<file path="src/rtl/sfc_pkg.sv">
package sfc_pkg;
   localparam int ENTRY_W = 16;
   localparam int THR_W   = 4;

   localparam logic [1:0] A_DATA = 2'd0;
   localparam logic [1:0] A_CTRL = 2'd1;
   localparam logic [1:0] A_STAT = 2'd2;

   typedef struct packed {
      logic             sel_rx;
      logic             test_en;
      logic [THR_W-1:0] rx_thr;
      logic [THR_W-1:0] tx_thr;
   } ctrl_t;

   localparam ctrl_t CTRL_RESET = '{sel_rx: 1'b0, test_en: 1'b0,
                                    rx_thr: 4'd8, tx_thr: 4'd0};
endpackage

</file>
<file path="src/rtl/sfc_fifo.sv">
module sfc_fifo #(
   parameter int DEPTH = 16,
   parameter int W     = 16
) (
   input  logic                     clk,
   input  logic                     rst_n,
   input  logic                     push,
   input  logic [W-1:0]             din,
   input  logic                     pop,
   output logic [W-1:0]             dout,
   output logic [$clog2(DEPTH):0]   level,
   output logic                     full,
   output logic                     empty
);
   localparam int AW = $clog2(DEPTH);

   if ((1 << AW) != DEPTH) begin : g_bad_depth
      $error("sfc_fifo: DEPTH must be a power of two");
   end

   logic [W-1:0]  mem [DEPTH];
   logic [AW-1:0] wp, rp;
   logic [AW:0]   cnt;
   logic          do_push, do_pop;

   assign full    = (cnt == (AW+1)'(DEPTH));
   assign empty   = (cnt == '0);
   assign do_push = push && !full;
   assign do_pop  = pop && !empty;
   assign dout    = mem[rp];
   assign level   = cnt;

   always_ff @(posedge clk) begin
      if (do_push) mem[wp] <= din;
   end

   always_ff @(posedge clk) begin
      if (!rst_n) begin
         wp  <= '0;
         rp  <= '0;
         cnt <= '0;
      end else begin
         if (do_push) wp <= wp + 1'b1;
         if (do_pop)  rp <= rp + 1'b1;
         case ({do_push, do_pop})
            2'b10:   cnt <= cnt + 1'b1;
            2'b01:   cnt <= cnt - 1'b1;
            default: cnt <= cnt;
         endcase
      end
   end

   p_level_bound_r12: assert property (@(posedge clk) disable iff (!rst_n)
      level <= (AW+1)'(DEPTH));

   p_full_drop_r7: assert property (@(posedge clk) disable iff (!rst_n)
      (full && push && !pop) |=> (level == (AW+1)'(DEPTH)));

   p_empty_stay_r8: assert property (@(posedge clk) disable iff (!rst_n)
      (empty && pop && !push) |=> (level == '0));
endmodule

</file>
<file path="src/rtl/sfc_svc_req.sv">
module sfc_svc_req #(
   parameter int  LVL_W = 5,
   parameter int  THR_W = 4,
   parameter bit  ABOVE = 1'b0
) (
   input  logic [LVL_W-1:0] level,
   input  logic [THR_W-1:0] thr,
   output logic             req
);
   logic [LVL_W-1:0] thr_x;
   assign thr_x = LVL_W'(thr);

   if (ABOVE) begin : g_at_or_above
      assign req = (level >= thr_x);
   end else begin : g_at_or_below
      assign req = (level <= thr_x);
   end
endmodule

</file>
<file path="src/rtl/sfc_top.sv">
module sfc_top
   import sfc_pkg::*;
#(
   parameter int WORD_W = 8,
   parameter int DEPTH  = 16
) (
   input  logic                     clk,
   input  logic                     rst_n,
   input  logic [1:0]               reg_addr,
   input  logic                     reg_wr,
   input  logic                     reg_rd,
   input  logic [15:0]              reg_wdata,
   output logic [15:0]              reg_rdata,
   output logic                     tx_valid,
   output logic [WORD_W-1:0]        tx_word,
   input  logic                     tx_pop,
   input  logic                     rx_push,
   input  logic [WORD_W-1:0]        rx_word,
   output logic [$clog2(DEPTH):0]   tx_level,
   output logic [$clog2(DEPTH):0]   rx_level,
   output logic                     tx_req,
   output logic                     rx_req
);
   localparam int LVL_W = $clog2(DEPTH) + 1;

   if (WORD_W < 4 || WORD_W > ENTRY_W) begin : g_bad_word
      $error("sfc_top: WORD_W must lie in 4..16");
   end
   if (DEPTH > (1 << THR_W)) begin : g_bad_depth
      $error("sfc_top: DEPTH exceeds threshold range");
   end

   ctrl_t              ctrl_q;
   logic               ovr_q, unr_q;
   logic [ENTRY_W-1:0] cpu_word, ser_word;

   if (WORD_W == ENTRY_W) begin : g_full_width
      assign cpu_word = reg_wdata;
      assign ser_word = rx_word;
   end else begin : g_right_just
      assign cpu_word = {{(ENTRY_W-WORD_W){1'b0}}, reg_wdata[WORD_W-1:0]};
      assign ser_word = {{(ENTRY_W-WORD_W){1'b0}}, rx_word};
   end

   logic data_wr, data_rd, stat_wr, cpu_to_rx, cpu_from_tx;
   assign data_wr     = reg_wr && (reg_addr == A_DATA);
   assign data_rd     = reg_rd && (reg_addr == A_DATA);
   assign stat_wr     = reg_wr && (reg_addr == A_STAT);
   assign cpu_to_rx   = ctrl_q.test_en && ctrl_q.sel_rx;
   assign cpu_from_tx = ctrl_q.test_en && !ctrl_q.sel_rx;

   logic               txf_push, txf_pop, txf_full, txf_empty;
   logic               rxf_push, rxf_pop, rxf_full, rxf_empty;
   logic [ENTRY_W-1:0] txf_dout, rxf_dout, rxf_din;

   assign txf_push = data_wr && !cpu_to_rx;
   assign txf_pop  = cpu_from_tx ? data_rd : (tx_pop && !ctrl_q.test_en);
   assign rxf_push = cpu_to_rx ? data_wr : (rx_push && !ctrl_q.test_en);
   assign rxf_din  = cpu_to_rx ? cpu_word : ser_word;
   assign rxf_pop  = data_rd && !cpu_from_tx;

   sfc_fifo #(.DEPTH(DEPTH), .W(ENTRY_W)) u_txf (
      .clk(clk), .rst_n(rst_n), .push(txf_push), .din(cpu_word),
      .pop(txf_pop), .dout(txf_dout), .level(tx_level),
      .full(txf_full), .empty(txf_empty));

   sfc_fifo #(.DEPTH(DEPTH), .W(ENTRY_W)) u_rxf (
      .clk(clk), .rst_n(rst_n), .push(rxf_push), .din(rxf_din),
      .pop(rxf_pop), .dout(rxf_dout), .level(rx_level),
      .full(rxf_full), .empty(rxf_empty));

   sfc_svc_req #(.LVL_W(LVL_W), .THR_W(THR_W), .ABOVE(1'b0)) u_txreq (
      .level(tx_level), .thr(ctrl_q.tx_thr), .req(tx_req));
   sfc_svc_req #(.LVL_W(LVL_W), .THR_W(THR_W), .ABOVE(1'b1)) u_rxreq (
      .level(rx_level), .thr(ctrl_q.rx_thr), .req(rx_req));

   assign tx_valid = !ctrl_q.test_en && !txf_empty;
   assign tx_word  = txf_dout[WORD_W-1:0];

   logic               src_empty, ovr_set, unr_set;
   logic [ENTRY_W-1:0] src_word;
   assign src_empty = cpu_from_tx ? txf_empty : rxf_empty;
   assign src_word  = cpu_from_tx ? txf_dout  : rxf_dout;
   assign ovr_set   = (txf_push && txf_full) || (rxf_push && rxf_full);
   assign unr_set   = data_rd && src_empty;

   always_ff @(posedge clk) begin
      if (!rst_n) begin
         ctrl_q    <= CTRL_RESET;
         ovr_q     <= 1'b0;
         unr_q     <= 1'b0;
         reg_rdata <= '0;
      end else begin
         if (reg_wr && reg_addr == A_CTRL) ctrl_q <= ctrl_t'(reg_wdata[$bits(ctrl_t)-1:0]);
         ovr_q <= (ovr_q && !(stat_wr && reg_wdata[0])) || ovr_set;
         unr_q <= (unr_q && !(stat_wr && reg_wdata[1])) || unr_set;
         if (reg_rd) begin
            case (reg_addr)
               A_DATA:  reg_rdata <= src_empty ? '0 : src_word;
               A_CTRL:  reg_rdata <= 16'(ctrl_q);
               A_STAT:  reg_rdata <= {14'd0, unr_q, ovr_q};
               default: reg_rdata <= '0;
            endcase
         end
      end
   end

   p_sticky_ovr_r7: assert property (@(posedge clk) disable iff (!rst_n)
      (ovr_q && !(stat_wr && reg_wdata[0])) |=> ovr_q);

   p_sticky_unr_r8: assert property (@(posedge clk) disable iff (!rst_n)
      (unr_q && !(stat_wr && reg_wdata[1])) |=> unr_q);

   p_empty_read_zero_r8: assert property (@(posedge clk) disable iff (!rst_n)
      (data_rd && src_empty) |=> (reg_rdata == '0));

   p_rx_isolated_r11: assert property (@(posedge clk) disable iff (!rst_n)
      (ctrl_q.test_en && !data_wr && !data_rd) |=> $stable(rx_level));

   p_tx_isolated_r11: assert property (@(posedge clk) disable iff (!rst_n)
      (ctrl_q.test_en && !data_wr && !data_rd) |=> $stable(tx_level));
endmodule

</file>
<file path="config.mk">
export PLATFORM = sky130hd
export DESIGN_NAME = sfc_top
export DESIGN_NICKNAME = d
export VERILOG_FILES = /design/src/rtl/sfc_pkg.sv /design/src/rtl/sfc_fifo.sv /design/src/rtl/sfc_svc_req.sv /design/src/rtl/sfc_top.sv
export SDC_FILE = /design/constraint.sdc
export NUM_CORES = 1
export LEC_CHECK = 0
export ABC_AREA = 0
export BUFFER_PORTS_ARGS = -buffer_cell sky130_fd_sc_hd__buf_4
export CAP_MARGIN = 20
export CORE_UTILIZATION = 40
export DETAILED_ROUTE_END_ITERATION = 6
export GPL_TIMING_DRIVEN = 1
export SKIP_CTS_REPAIR_TIMING = 1
export SLEW_MARGIN = 10
export SYNTH_ARGS = -nofsm -noshare
export SYNTH_HDL_FRONTEND = slang
export SYNTH_SLANG_ARGS = --single-unit
</file>
<file path="constraint.sdc">
create_clock -name clk -period 4.85 [get_ports clk]
set_input_delay 0.2425 -clock clk [delete_from_list [all_inputs] [get_ports clk]]
set_output_delay 0.2425 -clock clk [all_outputs]
set_load 0.1 [all_outputs]
</file>
=== After elaboration in Yosys (flattened, before gate mapping) ===
Memory sizes are Yosys's and may differ from the RTL's. A register that Yosys moved wholly into a read port is not among the register bits.
Index checks and enable logic that the tools add are counted.

* Register bits: 54
* Bits in writable memories: 256
* Input bits: 32
* Output and inout bits: 37
* Word-level logic and storage cells: 90
* Memories: 2

{| class="wikitable"
|+ Memory list
! memory !! words !! bits a word !! rd ports !! clocked after Yosys merged registers in !! wr ports !! RTL line !! RTL
|-
| u_rxf.mem || 16 || 8 || 1 || 1 || 1 || sfc_fifo.sv:21 || <nowiki>logic [W-1:0] mem [DEPTH];</nowiki>
|-
| u_txf.mem || 16 || 8 || 1 || 1 || 1 || sfc_fifo.sv:21 ||
|}

* $add $sub $neg: 8
* $lt $le $gt $ge: 2
* Equality and inequality tests: 8
* Muxes and demuxes: 17
* Reductions and logical operators: 40

{| class="wikitable"
|+ Operator list
! cell !! number
|-
| $pmux W16 S3 || 1
|-
| $mux W16 || 2
|-
| $logic_and A1 B1 Y1 || 22
|-
| $pmux W5 S2 || 2
|-
| $add A4 B1 Y4 const B || 4
|-
| $mux W4 || 4
|-
| $add A5 B1 Y5 const B || 2
|-
| $eq A5 B5 Y1 const B || 2
|-
| $logic_not A1 Y1 || 10
|-
| $logic_not A5 Y1 || 2
|-
| $sub A5 B1 Y5 const B || 2
|-
| $mux W8 || 1
|-
| $mux W1 || 7
|-
| $eq A2 B1 Y1 const B || 3
|-
| $eq A2 B2 Y1 const B || 3
|-
| $ge A5 B4 Y1 || 1
|-
| $le A5 B4 Y1 || 1
|-
| $reduce_bool A2 Y1 || 2
|-
| $logic_or A1 B1 Y1 || 3
|-
| $logic_not A2 Y1 || 1
|}

=== Depth between registers and ports, before layout ===
Gate-level depths: netlist of the first run.

* Depth after elaboration: 7
* Depth in mapped cells: 14
* Depth with buffers taken out: 11

=== By module ===
From an unflattened synthesis of the first run, not the netlist that was laid out.

* Cell total of the unflattened synthesis: 1263
* Area, all modules: 22983.3 um^2

{| class="wikitable"
|+ By module, submodules not included
! module !! times used !! cells each !! area each (um^2) !! sequential area each (um^2)
|-
| sfc_fifo || 2 || 521 || 10583.9 || 8027.7
|-
| sfc_top || 1 || 192 || 1582.8 || 560.5
|-
| sfc_svc_req (u_rxreq) || 1 || 14 || 116.4 || 0.0
|-
| sfc_svc_req (u_txreq) || 1 || 15 || 116.4 || 0.0
|}

=== Least setup slack after synthesis of the first run ===
Ideal clock, no wire load.

* Path kind: reg2reg
* Start: register u_txf.cnt[2], in the netlist u_txf.level[2]
* End: register u_txf.cnt[4], in the netlist u_txf.level[4]
* Library setup time: 0.073 ns
* Arrival time: 3.488 ns
* Required time: 4.777 ns
* Slack: 1.289 ns
* Stages on the path, launching flop included: 15
* Path buffers: 3
* Period minus slack after synthesis: 3.561 ns
* Path through: dfxtp_1 > buf_6 > or4_4 > o2111a_2 > buf_6 > inv_1 > ha_1 > clkbuf_1 > xor2_1 > ha_1 > inv_1 > o31ai_4 > a311oi_1 > mux2i_1 > mux2i_1

* Word-level cells in the longest chain between the ends: 5
* Elaborated cells between the ends (all ways): 12
* Those cells by class: add/sub (2); eq/ne (3); mux (1); reduce/logical (6)

{| class="wikitable"
|+ RTL lines
! item !! RTL line !! RTL
|-
| start: declaration || sfc_fifo.sv:23 || <nowiki>logic [AW:0] cnt;</nowiki>
|-
| start signal: assignment || sfc_fifo.sv:46 || <nowiki>2'b10: cnt <= cnt + 1'b1;</nowiki>
|-
| start signal: assignment || sfc_fifo.sv:47 || <nowiki>2'b01: cnt <= cnt - 1'b1;</nowiki>
|-
| start signal: assignment || sfc_fifo.sv:48 || <nowiki>default: cnt <= cnt;</nowiki>
|-
| $eq A5 B5 Y1 or $logic_not A5 Y1 (tied branches) || sfc_fifo.sv:26, sfc_fifo.sv:27 ||
|-
| $logic_not A1 Y1 (on tied branches) || sfc_fifo.sv:28, sfc_fifo.sv:29 ||
|-
| $logic_and A1 B1 Y1 (on tied branches) || sfc_fifo.sv:28, sfc_fifo.sv:29 ||
|-
| $eq A2 B1 Y1 or $eq A2 B2 Y1 (tied branches) || sfc_fifo.sv:45 || <nowiki>case ({do_push, do_pop})</nowiki>
|-
| $pmux W5 S2 or $reduce_bool A2 Y1 (tied branches) || -- ||
|}

Parallel ways exist; a longest one is shown, timed or not.
A chain may end at the register's enable or synchronous reset.

=== Worst setup path after layout of the first run ===
* Start: register u_txf.cnt[1], in the netlist u_txf.level[1]
* End: register u_txf.cnt[4], in the netlist u_txf.level[4]

* Word-level cells in the longest chain between the ends: 5
* Elaborated cells between the ends (all ways): 12
* Those cells by class: add/sub (2); eq/ne (3); mux (1); reduce/logical (6)

{| class="wikitable"
|+ RTL lines
! item !! RTL line !! RTL
|-
| $logic_not A5 Y1 (*) || sfc_fifo.sv:27 || <nowiki>assign empty = (cnt == '0);</nowiki>
|-
| $logic_not A1 Y1 (*) || sfc_fifo.sv:29 || <nowiki>assign do_pop = pop && !empty;</nowiki>
|-
| $logic_and A1 B1 Y1 (*) || sfc_fifo.sv:29 ||
|-
| named net u_txf.do_pop || sfc_fifo.sv:24 || <nowiki>logic do_push, do_pop;</nowiki>
|-
| $eq A2 B1 Y1 or $eq A2 B2 Y1 (tied branches) || sfc_fifo.sv:45 ||
|-
| $pmux W5 S2 or $reduce_bool A2 Y1 (tied branches) || -- ||
|}

Mark *: on every way through the listed nets, which the timed path passes. The rest lies on a longest branch.

==> flow_summary.toml, run 1 <==
[global_routing]
grt_pass1_vias = 7141
largest_net_degree_at_the_start_of_global_routing = 29
grtUsageTotal_pct = 17.62
grt_overflow = 0
antenna_found_initial = 0
first_pass_grt_wire_length_um = 43370

[routing]
detailroute.via_count = 6993
final_antenna_net_count = 0
drt_iter0_markers = 524
drt_first_pass_iters = 5
detail_route.drc_violations = 0
routed_wl_um = 28300
post_drt_via_cell_ratio = 5.258
detail_route.wl_per_cell_um = 21.28

[power_and_ir_drop]
netSwitchingPower_mw = 2.011
flop_pwr_share_pct = 45.3
p_per_area_nw_per_um2 = 449.8
max_vdd_drop_v = 0.0004287
power.combinational.fraction_pct = 19.8
power_switching_share_pct = 30.00
pleak_nw = 4.846
pwr-share-clk_pct = 34.9
intPower_mw = 4.693

[yosys]
synth.avg_cell_area_sq_um = 16.08
ys.warnings.count = 0
synth-main-ff-cell = "edfxtp_1"
yosys-top-cells-count = "edfxtp_1 (256), mux4_2 (67), nor2_1 (63), dfxtp_1 (56), nand2_1 (39)"
synth_top_area_share_pct = 59.11
synth_sequential_area_ratio_pct = 67.72
post-synth-top-count-cell = "edfxtp_1"
netlist_area_sq_um = 13010
synth-async-reset-ratio_pct = 0
synth_top_cell_by_area = "edfxtp_1"
synthesis.instances = 809
ys_types = 56
postSynthRegisterBits = 312
synth.top_cells.by_area = "edfxtp_1 (59%), mux4_2 (12%), dfxtp_1 (8.6%)"
synth_enable_flop_cells = 256

[floorplanning]
fp.dieW_um = 182.3
die-height_um = 182.3
initial_core_util_pct = 40.90
io-pin-count = 69
area_enclosed_by_the_die_boundary_sq_um = 33240
design.core.area_sq_um = 31800
placement_rows = 65

[finish]
fillerInstances = 2706
syn_to_final_growth_pct = 14.59
post_route_cells_drive_above_1_share_pct = 23.69
stdcell_count = 1330
finish.net_count = 926
antenna-diode-count = 0
multiInputGateArea_sq_um = 3928
util_after_layout_pct = 46.87
seq_area_sq_um = 8811

[place]
place.detailed.instances = 1268
place.gp.congestion = 0.8094
worst_slack_at_placement_ns = 1.518
dp_hpwl_um = 18130
io_buffers = 56

[clock_tree]
cts_max_level = 2
clock-root-buffer = "clkbuf_16"
maximum_clock_insertion_buffer_count = 3
worstSkewPairLatency_ns = 0.52
cts_sinks = 312
clk_transition_reported_paths_ns = 0.06
cts_tree = "built"
cts-buffers-inserted = 34

[sta]
worst-slew-pin-transition_ns = 0.9907
rsz0062_at_grt = "false"
min_period_ns = 3.343
finalHoldViolations = 0
clock-skew-final_ns = 0.02055
setup_tns_ns = 0
max_freq_mhz = 299.2
worst_slew_margin_rel_pct = 33.95
final_critical_path_setup_slack_ns = 1.507
report.final.slew_viol_count = 0
number_of_setup_violations_in_the_final_report = 0
holdWs_ns = 0.002616
finalCritPeriodShare_pct = 68.92

[flow_run]
drv_cap = 0

[setup_path]
critPathArrivalTime_ns = 3.78
worst-path-max-fanout = 9
setup.worst_path.end_class = "flop"
path_delay_family = "simple AND/OR/NAND/NOR gates"
crit_path_class = "reg2reg"
worst_ep_required_time_ns = 5.29
r2r_slack_ns = 1.51
path_cells = "or4_4, nor2_1, nor2_1, ha_1, xor2_1, ha_1, inv_1, o31ai_4, a311oi_1, mux2i_1, mux2i_1"
slowest_delay_ns = 0.56
cp.buffers_inverters = 1
slowest_cp_cell = "or4_4"
worst_setup_start_kind = "flop"

[hold_path]
holdCritPathClass = "in2reg"

[outcome]
outcome = "complete, no violations"
-- state kept, by name, indices dropped and copies added (netlist names), named ones only --
signal	cells
ctrl_q	10
ovr_q	1
reg_rdata	10
u_rxf.level	5
u_rxf.mem	128
u_rxf.rp	4
u_rxf.wp	4
u_txf.level	5
u_txf.mem	128
u_txf.rp	4
u_txf.wp	4
unr_q	1
-- cell families after synthesis --
| group | after synthesis | synth area share (%) |
|---|---|---|
| muxes | 110 | 15.01 |
| buffers and inverters | 70 | 2.453 |
| AOI/OAI and AO/OA | 86 | 4.281 |
| and+or+nand+nor | 186 | 6.850 |
| DFF | 312 | 67.72 |
| other | 1 | 0.02883 |
| xor gates and xnor gates | 20 | 1.347 |
| adders and majority gates | 24 | 2.309 |
-- routing by layer --
metal | global-route usage, % | part of all wire, % | vias to the layer above
met5 | 0 | 0 | -
met4 | 5.042 | 2.1 | 0
met3 | 3.193 | 5.8 | 42
met2 | 28.29 | 47 | 199
met1 | 24.62 | 45 | 3520
li1 | - | - | 3232
-- layout by cell type, fill, tap and decap left out, types with 3 or more instances in the layout --
master,Yosys,final
a211oi_1,11,11
a21oi_1,34,34
a31oi_1,3,3
and2_1,8,8
buf_4,8,70
clkbuf_1,27,5
clkbuf_16,0,34
clkinv_1,2,9
clkinv_2,0,7
clkinvlp_4,0,3
conb_1,1,6
dfxtp_1,56,54
edfxtp_1,256,256
ha_1,24,24
inv_1,17,17
inv_6,0,4
mux2_2,10,10
mux2i_1,33,33
mux4_2,67,67
nand2_1,39,39
nand2b_1,10,10
nand3_1,22,22
nand4_1,5,5
nor2_1,63,63
nor2b_1,15,15
nor3_1,9,3
nor3_2,0,6
o21ai_0,17,17
or3_1,3,3
xnor2_1,7,7
xor2_1,13,13
-- power by group through the flow --
stage / combinational, mW / sequential [mW] / clock (mW)
floorplan: 0.926 / 3.18 / 0
global placement: 1.27 / 3.14 / 0
global route: 1.41 / 3.05 / 2.49
finish: 1.33 / 3.04 / 2.34
CTS: 1.28 / 3.08 / 2.39
detailed placement: 1.28 / 3.14 / 0
-- metrics by stage --
step | power, mW | instance area (sq um)
2_1_floorplan | 4.107 | 13030
3_3_place_gp | 4.405 | 13880
3_5_place_dp | 4.416 | 13880
4_1_cts | 6.747 | 14880
5_1_grt | 6.950 | 14900
6_report | 6.704 | 14900
-- cell type report --
class | instances | share of cell area (%)
Inverter | 19 | 0.4785
Timing Repair Buffer | 71 | 3.660
Sequential cell | 312 | 59.12
Clock inverter | 22 | 0.9067
Multi-Input combinational cell | 432 | 26.35
Clock buffer | 39 | 5.834
Tap cell | 435 | 3.652
-- final timing paths --
| kind | cells after the start | endpoint | startpoint |
|---|---|---|---|
| worst max-delay path | 11 | u_txf.level[4] | u_txf.level[1] |
| worst min-delay path | 3 | ctrl_q[8] | reg_wdata[8] |
| worst max register to register | 11 | u_txf.level[4] | u_txf.level[1] |
| worst min register to register | 2 | reg_rdata[9] | reg_rdata[9] |
-- worst min-delay path, stage by stage --
cell and delay, ns:
buf_4 0.11, nand3_1 0.06, a21oi_1 0.05
Note: power is estimated with default switching activity, not from simulation.
==> inputs of run 2 (changes only) <==
==> constraint.sdc (replaced) <==
create_clock -name clk -period 3.38 [get_ports clk]
set_input_delay 0.169 -clock clk [delete_from_list [all_inputs] [get_ports clk]]
set_output_delay 0.169 -clock clk [all_outputs]
set_load 0.1 [all_outputs]
==> flow_summary.toml, run 2 (synthesis gave the netlist of run 1 again) <==
[outcome]
outcome = "complete, no violations"

[global_routing]
largest_net_degree_at_the_start_of_global_routing = 30
grt_overflow = 0
first_pass_grt_wire_length_um = 44110
grtUsageTotal_pct = 17.86
antenna_found_initial = 0
grt_pass1_vias = 7182

[floorplanning]
die-height_um = 182.3
design.core.area_sq_um = 31800
initial_core_util_pct = 40.90
area_enclosed_by_the_die_boundary_sq_um = 33240
placement_rows = 65
fp.dieW_um = 182.3
io-pin-count = 69

[routing]
detail_route.wl_per_cell_um = 21.08
detailroute.via_count = 7158
dr_wl_met3_um = 1508
routed_wl_um = 28750
drt_iter0_markers = 611
post_drt_via_cell_ratio = 5.248
wl_met2_um = 13420
dr.max_layer_used = "met4"
met1Wirelength_um = 13150
detail_route.drc_violations = 0
final_antenna_net_count = 0
drt_first_pass_iters = 5

[setup_path]
worst-path-max-fanout = 15
r2r_slack_ns = 0.36
crit_path_class = "reg2out"
regToRegEndpoint = "u_rxf.level[4]"
worstRegToRegCells = 9
setup.worst_path.end_class = "output port"
slowest_delay_ns = 0.68
regToRegStartpoint = "u_rxf.level[0]"
critPathArrivalTime_ns = 2.95
worst_setup_start_kind = "flop"
slowest_cp_cell = "dfxtp_2"
path_cells = "buf_4, mux4_2, mux4_2, buf_4"
worst_ep_required_time_ns = 3.21

[sta]
final_critical_path_setup_slack_ns = 0.2613
worst-slew-pin-transition_ns = 0.9013
finalCritPeriodShare_pct = 92.27
worst_slew_margin_rel_pct = 39.69
min_period_ns = 3.119
max_freq_mhz = 320.6
rsz0062_at_grt = "false"
report.final.slew_viol_count = 0
setup_tns_ns = 0
finalHoldViolations = 0
clock-skew-final_ns = 0.01305
number_of_setup_violations_in_the_final_report = 0
holdWs_ns = 0.03097

[power_and_ir_drop]
netSwitchingPower_mw = 2.849
post_layout_power_mw = 9.980
power_switching_share_pct = 28.55
intPower_mw = 7.131
max_vdd_drop_v = 0.0005107
pwr-share-clk_pct = 36.8
flop_pwr_share_pct = 43.7
pleak_nw = 5.039
p_per_area_nw_per_um2 = 654.6
power.combinational.fraction_pct = 19.5

[place]
io_buffers = 56
place.gp.congestion = 0.7768
worst_slack_at_placement_ns = 0.3300
dpl-instance-area_sq_um = 14100
dp_hpwl_um = 19070
place.detailed.instances = 1299

[finish]
layout_common_cells = "edfxtp_1 (256), buf_4 (100), mux4_2 (67), nor2_1 (62), dfxtp_1 (50)"
post_route_cells_drive_above_1_share_pct = 25.73
finish.net_count = 960
fin_area_sq_um = 15250
layout.cells.most_common = "edfxtp_1"
syn_to_final_growth_pct = 17.22
reg.largest.list = "u_rxf.mem: 128 flops, u_txf.mem: 128 flops"
stdcell_count = 1364
util_after_layout_pct = 47.94
antenna-diode-count = 0

[clock_tree]
cts_tree = "built"
cts_sinks = 312
cts-buffers-inserted = 35
clk_transition_reported_paths_ns = 0.06
maximum_clock_insertion_buffer_count = 3
cts_max_level = 2
clock-root-buffer = "clkbuf_16"
worstSkewPairLatency_ns = 0.50

[flow_run]
drv_cap = 0

[hold_path]
min_path_cells = 3
holdCritStartpoint = "reg_rd"
holdCritPathClass = "in2reg"
timing.hold.worst_endpoint = "reg_rdata[8]"
[run 2: final cells by class]
cell class / count / area, sq um
Inverter: 19 / 71.32
Fill cell: 2704 / 16550
Multi-Input combinational cell: 432 / 3902
Timing Repair Buffer: 104 / 800.8
Tap cell: 435 / 544.3
Clock inverter: 15 / 147.6
Sequential cell: 312 / 8816
Clock buffer: 47 / 963.4
[run 2: metal layers]
| metal | vias to the layer above | global-route usage (%) |
|---|---|---|
| li1 | 3302 | - |
| met1 | 3613 | 25.54 |
| met5 | - | 0 |
| met4 | 0 | 5.647 |
| met3 | 46 | 2.874 |
| met2 | 197 | 28.03 |
[run 2: how the worst max path moves through the flow]
stage | to | cells past startpoint
2_1_floorplan | u_txf.level[4] | 13
3_3_place_gp | u_rxf.level[4] | 11
3_5_place_dp | u_rxf.level[4] | 9
4_1_cts | tx_word[3] | 4
5_1_grt | u_txf.level[4] | 11
6_report | tx_word[3] | 4
[run 2: power by group through the flow]
| stage | Clock [mW] | Combinational, mW | Sequential, mW |
|---|---|---|---|
| 6_report | 3.67 | 1.95 | 4.36 |
| 5_1_grt | 3.90 | 2.07 | 4.38 |
| 4_1_cts | 3.75 | 1.96 | 4.37 |
| 3_5_place_dp | 0 | 1.95 | 4.45 |
| 3_3_place_gp | 0 | 1.95 | 4.44 |
| 2_1_floorplan | 0 | 1.33 | 4.57 |
[run 2: critical path, delay by kind of cell (launching register included)]
family / cells / cell delay, ns
muxes: 2 / 1.13
buffers and inverters: 2 / 0.63
DFF: 1 / 0.68
